**src/rtl/dualreg_pkg.sv**
```systemverilog
package dualreg_pkg;
  // Control flags in strobe order: the first bit strobed lands in r0_en.
  typedef struct packed {
    logic r0_en;
    logic r0_thr;
    logic r1_en;
    logic r1_thr;
  } ctl_flags_t;

  localparam int CTL_W = $bits(ctl_flags_t);
endpackage

```
**src/rtl/dualreg_code_rx.sv**
```systemverilog
module dualreg_code_rx #(
  parameter int CODE_W = 4
) (
  input  logic              clk,
  input  logic              rst_n,
  input  logic              stb,
  input  logic              din,
  input  logic              take,
  output logic              pend,
  output logic [CODE_W-1:0] pcode,
  output logic              shifting
);
  localparam int CNT_W = $clog2(CODE_W);

  logic [CODE_W-2:0] sh_q, sh_d;
  logic [CNT_W-1:0]  cnt_q, cnt_d;
  logic [CODE_W-1:0] pcode_q, pcode_d;
  logic              pend_q, pend_d;
  logic              last_bit;

  always_comb begin
    last_bit = stb && (cnt_q == CNT_W'(CODE_W-1));
    sh_d     = sh_q;
    cnt_d    = cnt_q;
    if (stb) begin
      sh_d  = {sh_q[CODE_W-3:0], din};
      cnt_d = last_bit ? '0 : cnt_q + 1'b1;
    end
    pcode_d = last_bit ? {sh_q, din} : pcode_q;
    if (last_bit)  pend_d = 1'b1;
    else if (take) pend_d = 1'b0;
    else           pend_d = pend_q;
  end

  always_ff @(posedge clk or negedge rst_n) begin
    if (!rst_n) begin
      sh_q    <= '0;
      cnt_q   <= '0;
      pcode_q <= '0;
      pend_q  <= 1'b0;
    end else begin
      sh_q    <= sh_d;
      cnt_q   <= cnt_d;
      pcode_q <= pcode_d;
      pend_q  <= pend_d;
    end
  end

  assign pend     = pend_q;
  assign pcode    = pcode_q;
  assign shifting = (cnt_q != '0);
endmodule

```
**src/rtl/dualreg_ring.sv**
```systemverilog
module dualreg_ring #(
  parameter int LEN = 12
) (
  input  logic clk,
  input  logic rst_n,
  input  logic shift,
  input  logic thr,
  input  logic ext,
  output logic head
);
  logic [LEN-1:0] ring_q, ring_d;

  always_comb begin
    ring_d = ring_q;
    if (shift) ring_d = {(thr ? ring_q[0] : ext), ring_q[LEN-1:1]};
  end

  always_ff @(posedge clk or negedge rst_n) begin
    if (!rst_n) ring_q <= '0;
    else        ring_q <= ring_d;
  end

  assign head = ring_q[0];
endmodule

```
**src/rtl/dualreg_adder.sv**
```systemverilog
module dualreg_adder (
  input  logic clk,
  input  logic rst_n,
  input  logic run,
  input  logic pad,
  input  logic a,
  input  logic b,
  output logic sum
);
  logic carry_q, carry_d;

  always_comb begin
    sum     = !pad && (a ^ b ^ carry_q);
    carry_d = run && !pad && ((a & b) | (a & carry_q) | (b & carry_q));
  end

  always_ff @(posedge clk or negedge rst_n) begin
    if (!rst_n) carry_q <= 1'b0;
    else        carry_q <= carry_d;
  end
endmodule

```
**src/rtl/dualreg_serial_dp.sv**
```systemverilog
module dualreg_serial_dp #(
  parameter int DW  = 8,
  parameter int PAD = 4
) (
  input  logic clk,
  input  logic rst_n,
  input  logic code_in,
  input  logic code_stb,
  input  logic data_in,
  output logic store_out,
  output logic r0_obs,
  output logic r1_obs,
  output logic busy
);
  import dualreg_pkg::*;

  localparam int FRAME = DW + PAD;
  localparam int CW    = $clog2(FRAME);
  localparam logic [CW-1:0] LAST = CW'(FRAME-1);
  localparam int NREG  = 2;

  logic [1:0] rst_sync_q;
  logic       rst_n_i;

  always_ff @(posedge clk or negedge rst_n) begin
    if (!rst_n) rst_sync_q <= '0;
    else        rst_sync_q <= {rst_sync_q[0], 1'b1};
  end
  assign rst_n_i = rst_sync_q[1];

  logic             pend, shifting, start;
  logic [CTL_W-1:0] pcode;

  dualreg_code_rx #(.CODE_W(CTL_W)) code_rx_i (
    .clk(clk), .rst_n(rst_n_i), .stb(code_stb), .din(code_in),
    .take(start), .pend(pend), .pcode(pcode), .shifting(shifting)
  );

  logic          active_q, active_d;
  logic [CW-1:0] fcnt_q, fcnt_d;
  ctl_flags_t    flags_q, flags_d;
  logic          frame_end, pad;

  always_comb begin
    frame_end = active_q && (fcnt_q == LAST);
    start     = pend && (!active_q || frame_end);
    active_d  = active_q;
    fcnt_d    = fcnt_q;
    flags_d   = flags_q;
    if (start) begin
      active_d = 1'b1;
      fcnt_d   = '0;
      flags_d  = ctl_flags_t'(pcode);
    end else if (frame_end) begin
      active_d = 1'b0;
      fcnt_d   = '0;
    end else if (active_q) begin
      fcnt_d   = fcnt_q + 1'b1;
    end
    pad = (fcnt_q >= CW'(DW));
  end

  always_ff @(posedge clk or negedge rst_n_i) begin
    if (!rst_n_i) begin
      active_q <= 1'b0;
      fcnt_q   <= '0;
      flags_q  <= '0;
    end else begin
      active_q <= active_d;
      fcnt_q   <= fcnt_d;
      flags_q  <= flags_d;
    end
  end

  logic [NREG-1:0] head, thr, ext;
  logic            op_a, op_b, sum;

  assign thr[0] = flags_q.r0_thr;
  assign thr[1] = flags_q.r1_thr;
  assign ext[0] = sum;
  assign ext[1] = !pad && data_in;

  for (genvar g = 0; g < NREG; g++) begin : g_reg
    dualreg_ring #(.LEN(FRAME)) ring_i (
      .clk(clk), .rst_n(rst_n_i), .shift(active_q),
      .thr(thr[g]), .ext(ext[g]), .head(head[g])
    );
  end

  assign op_a = flags_q.r0_en && head[0];
  assign op_b = flags_q.r1_en && head[1];

  dualreg_adder adder_i (
    .clk(clk), .rst_n(rst_n_i), .run(active_q), .pad(pad),
    .a(op_a), .b(op_b), .sum(sum)
  );

  assign store_out = active_q && op_a;
  assign r0_obs    = active_q && head[0];
  assign r1_obs    = active_q && head[1];
  assign busy      = code_stb || shifting || pend || active_q;
endmodule

```
**config.mk**
```make
export PLATFORM = sky130hd
export DESIGN_NAME = dualreg_serial_dp
export DESIGN_NICKNAME = d
export VERILOG_FILES = /design/src/rtl/dualreg_pkg.sv /design/src/rtl/dualreg_code_rx.sv /design/src/rtl/dualreg_ring.sv /design/src/rtl/dualreg_adder.sv /design/src/rtl/dualreg_serial_dp.sv
export SDC_FILE = /design/constraint.sdc
export NUM_CORES = 1
export LEC_CHECK = 0
export ABC_AREA = 1
export BUFFER_PORTS_ARGS = -buffer_cell sky130_fd_sc_hd__buf_2
export CAP_MARGIN = 20
export CORE_MARGIN = 2
export CORE_UTILIZATION = 50
export CTS_CLUSTER_DIAMETER = 120
export DETAILED_ROUTE_END_ITERATION = 8
export PLACE_DENSITY = 0.67
export SKIP_LAST_GASP = 1
export SLEW_MARGIN = 0
export SYNTH_ARGS = -nofsm -noshare
export SYNTH_HDL_FRONTEND = slang
export SYNTH_SLANG_ARGS = --single-unit
```
**constraint.sdc**
```tcl
create_clock -name clk -period 1.7 [get_ports clk]
set_input_delay 0.17 -clock clk [delete_from_list [all_inputs] [get_ports clk]]
set_output_delay 0.17 -clock clk [all_outputs]
set_load 0.01 [all_outputs]
```
After elaboration in Yosys (flattened, before gate mapping)
Index checks and enable logic that the tools add are counted.
{ "word_totals": {"inputBits": 5, "reg_bits": 46, "word_cells": 58, "output_inout_bits": 4} }
{ "op_classes": {"reduce_logical": 22, "addsub": 2, "order_cmp": 1, "bitwise_logic": 7, "mux": 10, "n_eq_ne": 2} }
{ "op_table": {"columns": ["cell", "n"], "rows": [
  ["1-bit logical AND", 12],
  ["4-bit 2-to-1 mux", 3],
  ["1-bit 2-to-1 mux", 6],
  ["2-bit nonzero test", 3],
  ["4-bit by 1-bit adder with 4-bit output, second input constant", 1],
  ["4-bit == test, second input constant", 1],
  ["4-bit >= comparator, second input constant", 1],
  ["1-bit logical OR", 4],
  ["1-bit bitwise AND", 3],
  ["3-bit nonzero test", 1],
  ["2-bit by 1-bit adder with 2-bit output, second input constant", 1],
  ["2-bit == test, second input constant", 1],
  ["1-bit logical NOT", 2],
  ["2-bit 2-to-1 mux", 1],
  ["1-bit OR", 2],
  ["1-bit XOR", 2]
]} }

Longest topological paths before layout
Gate-level depths: netlist of run 1.
{ "depth": {"depth_word": 6, "ltp_mapped": 6, "ltp_nobuf": 6} }

Hierarchy
A second synthesis of run 1 with hierarchy kept.
{ "hier_totals": {"hier_cells": 232, "area_unflattened_um2": 2021.9} }
{ "by_module_without_submodules": {"columns": ["mod", "n_inst", "area_each_um2", "seq_area_each_um2", "cells_per_inst"], "rows": [
  ["dualreg_ring", 2, 481.7, 300.3, 54],
  ["dualreg_serial_dp", 1, 563.0, 275.3, 68],
  ["dualreg_code_rx", 1, 421.7, 250.2, 47],
  ["dualreg_adder", 1, 73.8, 25.0, 9]
]} }

Worst setup path after synthesis of run 1
No wires, ideal clock.
{ "synth_timing": {"path_kind": "reg2reg", "start": "reg g_reg[0].ring_i.ring_q[0]", "end": "reg g_reg[0].ring_i.ring_q[11]", "setup_slack_ns": 0.512, "path_buffers": 0, "arrival_time_ns": 1.064, "required_ns": 1.576, "stages_incl_launch_ff": 6, "cell_sequence": "dfrtp_1 -> nand2_1 -> fa_1 -> nor2_1 -> nand3_1 -> nand3_1"} }
{ "synth_via": {"elab_chain_cells": 5} }
{ "synth_lines": {"columns": ["element", "line", "source"], "rows": [
  ["start, declared", "dualreg_ring.sv:11", "logic [LEN-1:0] ring_q, ring_d;"],
  ["start signal, assigned", "dualreg_ring.sv:20", "else ring_q <= ring_d;"],
  ["1-bit logical AND", "dualreg_serial_dp.sv:90", "assign op_a = flags_q.r0_en && head[0];"],
  ["1-bit XOR (2 in series)", "dualreg_adder.sv:13", "sum = !pad && (a ^ b ^ carry_q);"],
  ["1-bit logical AND", "dualreg_adder.sv:13", null],
  ["1-bit 2-to-1 mux *", "dualreg_ring.sv:15", "if (shift) ring_d = {(thr ? ring_q[0] : ext), ring_q[LEN-1:1]};"]
]} }
Mark *: on every way between the ends. The rest lies on a longest branch, timed or not.
A chain may end at the register's enable or synchronous reset.

Worst setup path in the final report of run 1
{ "layout_timing": {"start": "reg active_q", "end": "out store_out"} }
{ "layout_via": {"elab_chain_cells": 1} }
{ "layout_lines": {"columns": ["element", "line", "source"], "rows": [
  ["start, declared", "dualreg_serial_dp.sv:39", "logic active_q, active_d;"],
  ["start signal, assigned", "dualreg_serial_dp.sv:69", "active_q <= active_d;"],
  ["1-bit logical AND", "dualreg_serial_dp.sv:98", "assign store_out = active_q && op_a;"],
  ["end, declared", "dualreg_serial_dp.sv:10", "output logic store_out,"]
]} }
Every way passes these cells.

==> metrics.md, run 1 <==
| Metric | Value |
|---|---|
| Status | `completed` |
| Leakage power | `1.10 nW` |
| FF-to-FF path depth | `6` |
| Setup tns final | `0 ns` |
| CTS buffer count | `5` |
| Reg2reg end | `flags_q[3]$_DFFE_PN0P_` |
| Post-DP HPWL | `2.18 mm` |
| Routed WL | `approximately 3.1 mm` |
| Most frequent cell after synthesis | `nand2_1` |
| Root Buffer | `clkbuf_8` |
| Clock buffer depth | `2` |
| CTS HTree Levels | `2` |
| CP Launch Type | `register` |
| R2R Path Start | `fcnt_q[0]$_DFFE_PN0P_` |
| Port Buffers | `8` |
| Post-Synthesis Net Count | `216` |
| Fillers | `about 330` |
| Post-CTS setup buffers | `0` |
| Hold path cells | `3` |
| Antenna violations before repair | `0` |
| Ys async rst share | `100%` |
| Arr. time, crit path | `1.36 ns` |
| Synth cell count leaders | `nand2_1, dfrtp_1, o21ai_1, inv_1, nand3_1` |
| CTS tree | `done` |
| Count of cell types in the netlist | `23` |
| Worst Path Max Fanout | `26` |
| Peak VDD IR | `0.744 mV` |
| Post-synthesis sequential area ratio | `about three fifths` |
| Ys Warns | `0` |
| Vias in the first global route | `1,278` |
| Largest net degree at the start of global routing | `27` |
| Global route total overflow | `0` |
| Core area | `3660 µm²` |
| First-pass iteration count of the detailed router | `4` |
| Final hold violation count | `0` |
| MaxCap Viol Count | `0` |
| Clk_skew | `0.00457 ns` |
| Die X | `65.6 µm` |
| Power consumption | `3.37 mW` |
| Post-synth top area cell | `dfrtp_1` |
| Worst-Skew Late Latency | `slightly below 0.3 ns` |
| Num Clock Sinks | `46` |
| First-pass GRT wire length | `5.63 mm` |
| R2r setup slk | `0.44 ns` |
| Share of the synthesized area in the top cell type | `60.7%` |
| CP Data Required Time | `1.53 ns` |
| Routability cong. | `0.793` |
| Crit path time final | `1.53 ns` |
| Crit path capture type | `primary output` |
| Synthesized netlist cell count | `206` |
| DR iter-0 viols | `approximately 140` |
| Largest cells by area after synthesis | `dfrtp_1, nand2_1, o21ai_1, ha_1, nand3_1` |
| Register bit count reported by yosys | `46` |
| IO Pins | `9` |
| Power per cell area | `between 1500 and 2000 nW/µm²` |
| Starting Density | `51.8%` |
| Synth Cell Area | `1900 µm²` |
| Clock transition at path regs | `0.07 ns` |
| FF/Latch Area | `around 1200 µm²` |
| Layout cells sized above 1 | `12.3%` |
| Fmax | `~660 MHz` |
| Final #Nets | `229` |
| Area grow syn2layout | `9.44%` |
| # setup viols final | `0` |
| Syn avg cell area | `9.20 µm²` |
| Area of the multi-input gates | `647 µm²` |
| Routed len/inst | `11.4 µm` |
| Hold crit path type | `in -> reg` |
| Final period utilization | `89.8%` |
| Synth Flop Type | `dfrtp_1` |
| Total GRT Usage | `between 10% and 20%` |
| Post-DRT Antenna Nets | `0` |
| Die area | `4300 µm²` |
| DRC Markers | `0` |
| Antenna diode count | `0` |
| Origin of the worst min-delay path | `code_in` |
| RSZ-0062 raised after global routing | `no` |
| Die Y | `between 60 and 70 µm` |
| Row Count | `22` |
| Post-synth EDFFs | `0` |
| Slew Viols, Final | `0` |
| Kind of critical path | `reg -> out` |
| Worst Hold End | `code_rx_i.sh_q[0]$_DFFE_PN0P_` |
| DR vias | `1,279` |
| Vias per cell | `4.79` |
-- cell families after synthesis --
group | after synthesis | share of synthesized area (%)
simple gates | 117 | 25.7
fa+ha+maj | 5 | 3.70
compound gates | 15 | 4.09
other cells | 1 | 0.198
buf+inv | 21 | 5.15
flops | 46 | 60.7
xor+xnor | 1 | 0.462
-- state kept, by name, summed over array words and instances (netlist names), 2 cells and up --
signal and flops:
rst_sync_q 2, code_rx_i.sh_q 3, flags_q 4, g.ring_i.ring_q 24, code_rx_i.pcode 4, fcnt_q 4
code_rx_i.cnt_q 2
-- layer usage --
metal	GRT usage [%]	routed length [µm]	vias to the layer above
met5	0	0	-
met4	8.07	59	0
met1	22.9	1430	605
met3	5.65	109	5
met2	27.0	1460	16
li1	-	-	653
-- worst max path at each step --
| stage | start | end | slack, ns | cells past startpoint |
|---|---|---|---|---|
| finish | active_q$_DFFE_PN0P_ | store_out | 0.17 | 3 |
| global route | active_q$_DFFE_PN0P_ | r0_obs | 0.07 | 4 |
| CTS | active_q$_DFFE_PN0P_ | r0_obs | 0.16 | 4 |
| detailed placement | g_reg[0].ring_i.ring_q[0]$_DFFE_PN0P_ | g_reg[0].ring_i.ring_q[11]$_DFFE_PN0P_ | 0.45 | 5 |
| global placement | g_reg[0].ring_i.ring_q[0]$_DFFE_PN0P_ | g_reg[0].ring_i.ring_q[11]$_DFFE_PN0P_ | 0.49 | 5 |
| floorplan | rst_sync_q[1]$_DFF_PN0_ | active_q$_DFFE_PN0P_ | 0.32 | 0 |
-- area by class of cell --
type	count	area share, %
clock buffer	7	4.16
timing repair buffer	12	3.50
multi-input combinational	139	31.2
tap	48	2.90
inverter	15	2.71
sequential	46	55.5
-- repair_timing --
item	CTS	global route
hold buffers	1	0
endpoints found under the hold margin	2	0
gates resized for setup	0	0
-- report_power, final --
part           switching, mW  internal (mW)
clock network          0.323          0.322
registers              0.308           1.50
logic                  0.568          0.356
total                   1.20           2.17
-- critical path, stage by stage (launching register included) --
cell,delay [ns]
dfrtp_1,0.46
inv_2,0.35
nor2_1,0.10
buf_2,0.15
-- cell usage in the layout (no fill, tap or decap), types with 2 or more instances in the layout --
| cell type | netlist | final |
|---|---|---|
| buf_4 | 2 | 3 |
| nor2_1 | 4 | 4 |
| inv_2 | 4 | 4 |
| nand3_1 | 10 | 10 |
| o21ai_1 | 12 | 12 |
| nand3b_1 | 2 | 2 |
| a21oi_1 | 2 | 2 |
| dfrtp_1 | 46 | 45 |
| inv_1 | 11 | 11 |
| nand2_1 | 95 | 95 |
| ha_1 | 4 | 4 |
| clkbuf_8 | 0 | 6 |
| buf_2 | 3 | 8 |
-- per-stage QoR --
| step | hold slack [ns] | instance area [µm²] | std cells | worst slack (ns) | util, % |
|---|---|---|---|---|---|
| after floorplan | -0.126 | 1900 | 206 | 0.325 | - |
| after global placement | -0.0459 | 1980 | 259 | 0.486 | 54.0 |
| after detailed placement | -0.0438 | 1980 | 259 | 0.452 | 54.0 |
| after CTS | 0.117 | 2070 | 267 | 0.156 | 56.7 |
| after global routing | 0.126 | 2070 | 267 | 0.0659 | 56.7 |
| final | 0.123 | 2070 | 267 | 0.173 | 56.7 |
(Power assumes the default switching activity.)
==> inputs of run 2 (changes only) <==
Settings changed: GPL_TIMING_DRIVEN set to 0, REMOVE_ABC_BUFFERS set to 1.
==> run 2 against run 1 <==
  * Non-clock buffer count shrank 2
  * Via count grew 0.39%
  * Critical path depth is the same
  * First-iteration DRC count shrank 42%
  * Worst setup slack lost 0.060 ns
  * Cell count shrank 0.37%
  * Die area is the same
  * Power shrank 1.0%
  * Critical endpoint unchanged
==> metrics.md, run 2 (same netlist as run 1, synthesis figures left out) <==
| Metric | Value |
|---|---|
| Layout cells sized above 1 | `between 10% and 20%` |
| Clock transition at path regs | `approximately 0.08 ns` |
| Peak VDD IR | `~0.71 mV` |
| Slowest stage delay, CP | `roughly 0.63 ns` |
| Clock buffer depth | `2` |
| Root Buffer | `clkbuf_8` |
| Starting Density | `51.8%` |
| CP Launch Type | `register` |
| DR vias | `1,284` |
| Switching share of power | `35.8%` |
| Routability cong. | `0.722` |
| Critical Path, Cell by Cell | `inv_4 -> nor2_1 -> buf_2` |
| Worst Path Max Fanout | `30` |
| CTS tree | `done` |
| Commonest non-fill, non-tap cell in the layout | `nand2_1` |
| Worst-Skew Late Latency | `0.29 ns` |
| Final #Nets | `227` |
| Most frequent cells in the layout | `nand2_1, dfrtp_1, o21ai_1` |
| Sw power | `1.19 mW` |
| CTS HTree Levels | `2` |
| Vias in the first global route | `1,310` |
| Die X | `65.6 µm` |
| Die Y | `approximately 66 µm` |
| Antenna violations before repair | `0` |
| Setup tns final | `0 ns` |
| DRC Markers | `0` |
| Vias per cell | `4.83` |
| CTS buffer count | `5` |
| Post-CTS setup buffers | `0` |
| Row Count | `22` |
| Largest register FFs | `24` |
| Clock power frac | `18.2%` |
| Power per cell area | `~1600 nW/µm²` |
| Crit path capture type | `primary output` |
| FF/Latch Area | `approximately 1200 µm²` |
| Final core utilization | `a little under three fifths` |
| Fillers | `340` |
| Port Buffers | `8` |
| CP Data Required Time | `1.53 ns` |
| Hold crit path type | `reg -> async` |
| Antenna diode count | `0` |
| First-pass iteration count of the detailed router | `4` |
| R2r setup slk | `0.40 ns` |
| Largest Register | `g.ring_i.ring_q` |
| MaxCap Viol Count | `0` |
| Fmax | `630 MHz` |
| Total GRT Usage | `17.3%` |
| Largest net degree at the start of global routing | `42` |
| Clk_skew | `0.00676 ns` |
| Status | `completed` |
| Final period utilization | `93.4%` |
| First-pass GRT wire length | `approximately 5.6 mm` |
| Post-DP HPWL | `2.04 mm` |
| Leakage power | `1.09 nW` |
| IO Pins | `9` |
| DR iter-0 viols | `82` |
| Global route total overflow | `0` |
| Area of the multi-input gates | `647 µm²` |
| Fin area | `between 2000 and 2500 µm²` |
| Core area | `3660 µm²` |
| Flop pwr share | `a little under three fifths` |
| Num Clock Sinks | `46` |
| CP bufs+invs | `2` |
| Routed WL | `2.94 mm` |
| Post-DRT Antenna Nets | `0` |
| Arr. time, crit path | `1.42 ns` |
| Crit path time final | `1.59 ns` |
| Slowest CP cell | `dfrtp_4` |
| Final hold violation count | `0` |
| Internal | `2.14 mW` |
| Kind of critical path | `reg -> out` |
| Area grow syn2layout | `9.31%` |
| Comb power frac | `26.1%` |
| Placed Instance Area | `1980 µm²` |
| # setup viols final | `0` |
| RSZ-0062 raised after global routing | `no` |
| Largest delay share family, worst path | `flip-flops` |
| Routed len/inst | `approximately 11 µm` |
| Slew Viols, Final | `0` |
| Die area | `4300 µm²` |
-- run 2: cell count changes in the layout (fill, tap and decap cells not counted), sizes merged --
cell	delta
clkbuf	+1
buf	-2
-- run 2: final timing paths --
check	start	end	cells after the start
max	active_q$_DFFE_PN0P_	store_out	3
min	rst_sync_q[1]$_DFF_PN0_	code_rx_i.cnt_q[1]$_DFFE_PN0P_	0
max reg2reg	g_reg[1].ring_i.ring_q[0]$_DFFE_PN0P_	g_reg[0].ring_i.ring_q[11]$_DFFE_PN0P_	5
min reg2reg	rst_sync_q[1]$_DFF_PN0_	code_rx_i.cnt_q[1]$_DFFE_PN0P_	0
max in group asynchronous	rst_sync_q[1]$_DFF_PN0_	code_rx_i.pcode[1]$_DFFE_PN0P_	1
min in group clk	code_in	code_rx_i.sh_q[0]$_DFFE_PN0P_	3
-- run 2: per-layer routing --
layer  GRT usage [%]  vias to the layer above  part of all wire [%]
met5               0                        -                     0
met4            8.59                        0                   1.5
met3            4.11                        4                   3.4
met2            28.4                       20                    49
met1            21.3                      605                    46
li1                -                      655                     -
-- run 2: layout make-up --
class	instances	area share, %
Clock buffer	8	3.86
Inverter	15	2.84
Multi-Input combinational cell	139	31.2
Sequential cell	46	55.8
Tap cell	48	2.90
Timing Repair Buffer	10	3.38
-- run 2: stage by stage --
stage               hold slack (ns)  total power, mW  setup slack, ns  cells
finish                       0.0728             3.34            0.113    266
global route                 0.0853             3.66           0.0114    266
CTS                          0.0768             3.39           0.0934    266
detailed placement          -0.0428             2.75           -0.209    257
global placement            -0.0454             2.66           -0.229    256
floorplan                    -0.126             2.47            0.186    200
-- run 2: power groups by stage --
| stage | Sequential [mW] | Clock (mW) | Combinational (mW) |
|---|---|---|---|
| after floorplan | 1.79 | 0 | 0.678 |
| after global placement | 1.86 | 0 | 0.797 |
| after detailed placement | 1.87 | 0 | 0.885 |
| after CTS | 1.86 | 0.637 | 0.889 |
| after global routing | 1.93 | 0.681 | 1.05 |
| final | 1.86 | 0.608 | 0.870 |
-- run 2: worst reg2reg max path, stage by stage (launching register included) --
cell and delay, ns:
dfrtp_1 0.41, nand2_1 0.10, fa_1 0.50, nor2_1 0.05, nand3_1 0.06, nand3_1 0.07
-- run 2: timing repair --
item | 4_1_cts | 5_1_grt
endpoints found under the hold margin | 2 | 0
endpoints found under the setup margin | 29 | 0
hold buffers | 1 | 0
gates resized for setup | 3 | 0
==> inputs of run 3 (changes only) <==
--- a/config.mk
+++ b/config.mk
@@ -12,2 +12,3 @@
 export CORE_UTILIZATION = 50
+export CTS_BUF_LIST = sky130_fd_sc_hd__clkbuf_8 sky130_fd_sc_hd__clkbuf_16
 export CTS_CLUSTER_DIAMETER = 120
--- a/constraint.sdc
+++ b/constraint.sdc
@@ -3,2 +3,2 @@
 set_output_delay 0.17 -clock clk [all_outputs]
-set_load 0.01 [all_outputs]
+set_load 0.02 [all_outputs]
==> run 3 against run 2 <==
  * Critical path depth unchanged
  * Critical endpoint unchanged
  * Largest power group unchanged
  * Flip-flop and latch count unchanged
  * Die area unchanged
==> metrics.md, run 3 (same netlist as run 1, synthesis figures left out) <==
| Metric | Value |
|---|---|
| CTS HTree Levels | `2` |
| Largest register FFs | `24` |
| Kind of critical path | `reg -> out` |
| # setup viols final | `0` |
| Final period utilization | `90.6%` |
| CTS tree | `done` |
| Leakage power | `1.11 nW` |
| Final hold violation count | `0` |
| Core area | `3660 µm²` |
| Port Buffers | `8` |
| First-pass GRT wire length | `5.59 mm` |
| Slew Viols, Final | `0` |
| Post-DRT Antenna Nets | `0` |
| Largest Register | `g.ring_i.ring_q` |
| Die X | `65.6 µm` |
| Antenna violations before repair | `0` |
| Status | `completed` |
| MaxCap Viol Count | `0` |
| Setup tns final | `0 ns` |
| CP Launch Type | `register` |
| Worst-Skew Late Latency | `slightly below 0.3 ns` |
| Fillers | `339` |
| Post-DP HPWL | `2.04 mm` |
| Layout cells sized above 1 | `between 10% and 20%` |
| Power consumption | `3.37 mW` |
| Crit path capture type | `primary output` |
| Area grow syn2layout | `9.90%` |
| Routed len/inst | `approximately 11 µm` |
| RSZ-0062 raised after global routing | `no` |
| First-pass iteration count of the detailed router | `4` |
| Antenna diode count | `0` |
| Total GRT Usage | `17.2%` |
| Num Clock Sinks | `46` |
| Root Buffer | `clkbuf_8` |
| Vias per cell | `4.79` |
| Peak VDD IR | `slightly above 0.7 mV` |
| Routed WL | `between 3 and 4 mm` |
| Power per cell area | `1620 nW/µm²` |
| DR iter-0 viols | `94` |
| Starting Density | `51.8%` |
| Clock transition at path regs | `0.08 ns` |
| Hold crit path type | `reg -> async` |
| Row Count | `22` |
| Die Y | `around 66 µm` |
| Fmax | `between 600 and 700 MHz` |
| Worst Path Max Fanout | `26` |
| Routability cong. | `0.722` |
| Largest net degree at the start of global routing | `42` |
| Crit path time final | `around 1.5 ns` |
| Die area | `approximately 4300 µm²` |
| Vias in the first global route | `1,307` |
| CP Data Required Time | `~1.5 ns` |
| Global route total overflow | `0` |
| Fin area | `2080 µm²` |
| Placed Cells | `257` |
| DR vias | `1,278` |
| Final #Nets | `228` |
| Most frequent cells in the layout | `nand2_1, dfrtp_1, inv_1` |
| Arr. time, crit path | `~1.4 ns` |
| DRC Markers | `0` |
| Hold Slack | `~0.073 ns` |
| Clk_skew | `0.00672 ns` |
| Commonest non-fill, non-tap cell in the layout | `nand2_1` |
| CTS buffer count | `5` |
| Clock buffer depth | `2` |
| IO Pins | `9` |
| Layout Cells excl Fill | `about 270` |
| Placed Instance Area | `1980 µm²` |
[run 3: routing by layer]
layer / vias up / routed length (µm) / track usage, %
li1: 655 / - / -
met1: 598 / 1370 / 21.3
met2: 21 / 1480 / 28.3
met3: 4 / 124 / 4.11
met4: 0 / 45 / 8.59
met5: - / 0 / 0
[run 3: stage by stage]
stage,worst slack (ns),util [%]
finish,0.159,56.9
global route,0.0688,56.9
CTS,0.0740,56.6
detailed placement,-0.242,54.0
global placement,-0.262,53.4
floorplan,0.0634,-
[run 3: worst paths after layout]
kind	start	endpoint	slack, ns	cells past startpoint
setup reg to reg	g_reg[1].ring_i.ring_q[0]$_DFFE_PN0P_	g_reg[0].ring_i.ring_q[11]$_DFFE_PN0P_	0.41	5
max in group asynchronous	rst_sync_q[1]$_DFF_PN0_	active_q$_DFFE_PN0P_	1.20	1
min in group clk	code_in	code_rx_i.sh_q[0]$_DFFE_PN0P_	0.12	3
hold reg to reg	rst_sync_q[1]$_DFF_PN0_	code_rx_i.cnt_q[1]$_DFFE_PN0P_	0.07	0
hold / removal	rst_sync_q[1]$_DFF_PN0_	code_rx_i.cnt_q[1]$_DFFE_PN0P_	0.07	0
setup / recovery	active_q$_DFFE_PN0P_	store_out	0.16	3
[run 3: layout make-up]
type | instances | area, µm² | share of cell area [%]
flip-flops and latches | 46 | 1160 | 55.5
multi-input cells | 139 | 647 | 31.1
repair buffers | 11 | 81.3 | 3.90
clock buffers | 5 | 68.8 | 3.30
well taps | 48 | 60.1 | 2.88
inverters | 15 | 58.8 | 2.82
clock inverters | 3 | 11.3 | 0.541
[run 3: power breakdown]
group	leakage [nW]	internal, mW	switching (mW)
Clock	0.0519	0.274	0.316
Combinational	0.469	0.368	0.577
Sequential	0.588	1.50	0.330
Total	1.11	2.14	1.22
[run 3: critical path, cell delays in order (launching register included)]
cell and delay, ns:
dfrtp_4 0.59, inv_4 0.25, nor2_1 0.08, buf_2 0.16
[run 3: timing repair]
item,in CTS,in global routing
hold buffers,1,0
endpoints found under the setup margin,29,1
gates resized for setup,3,0
buffers inserted,0,1
hold endpoints to repair,2,0
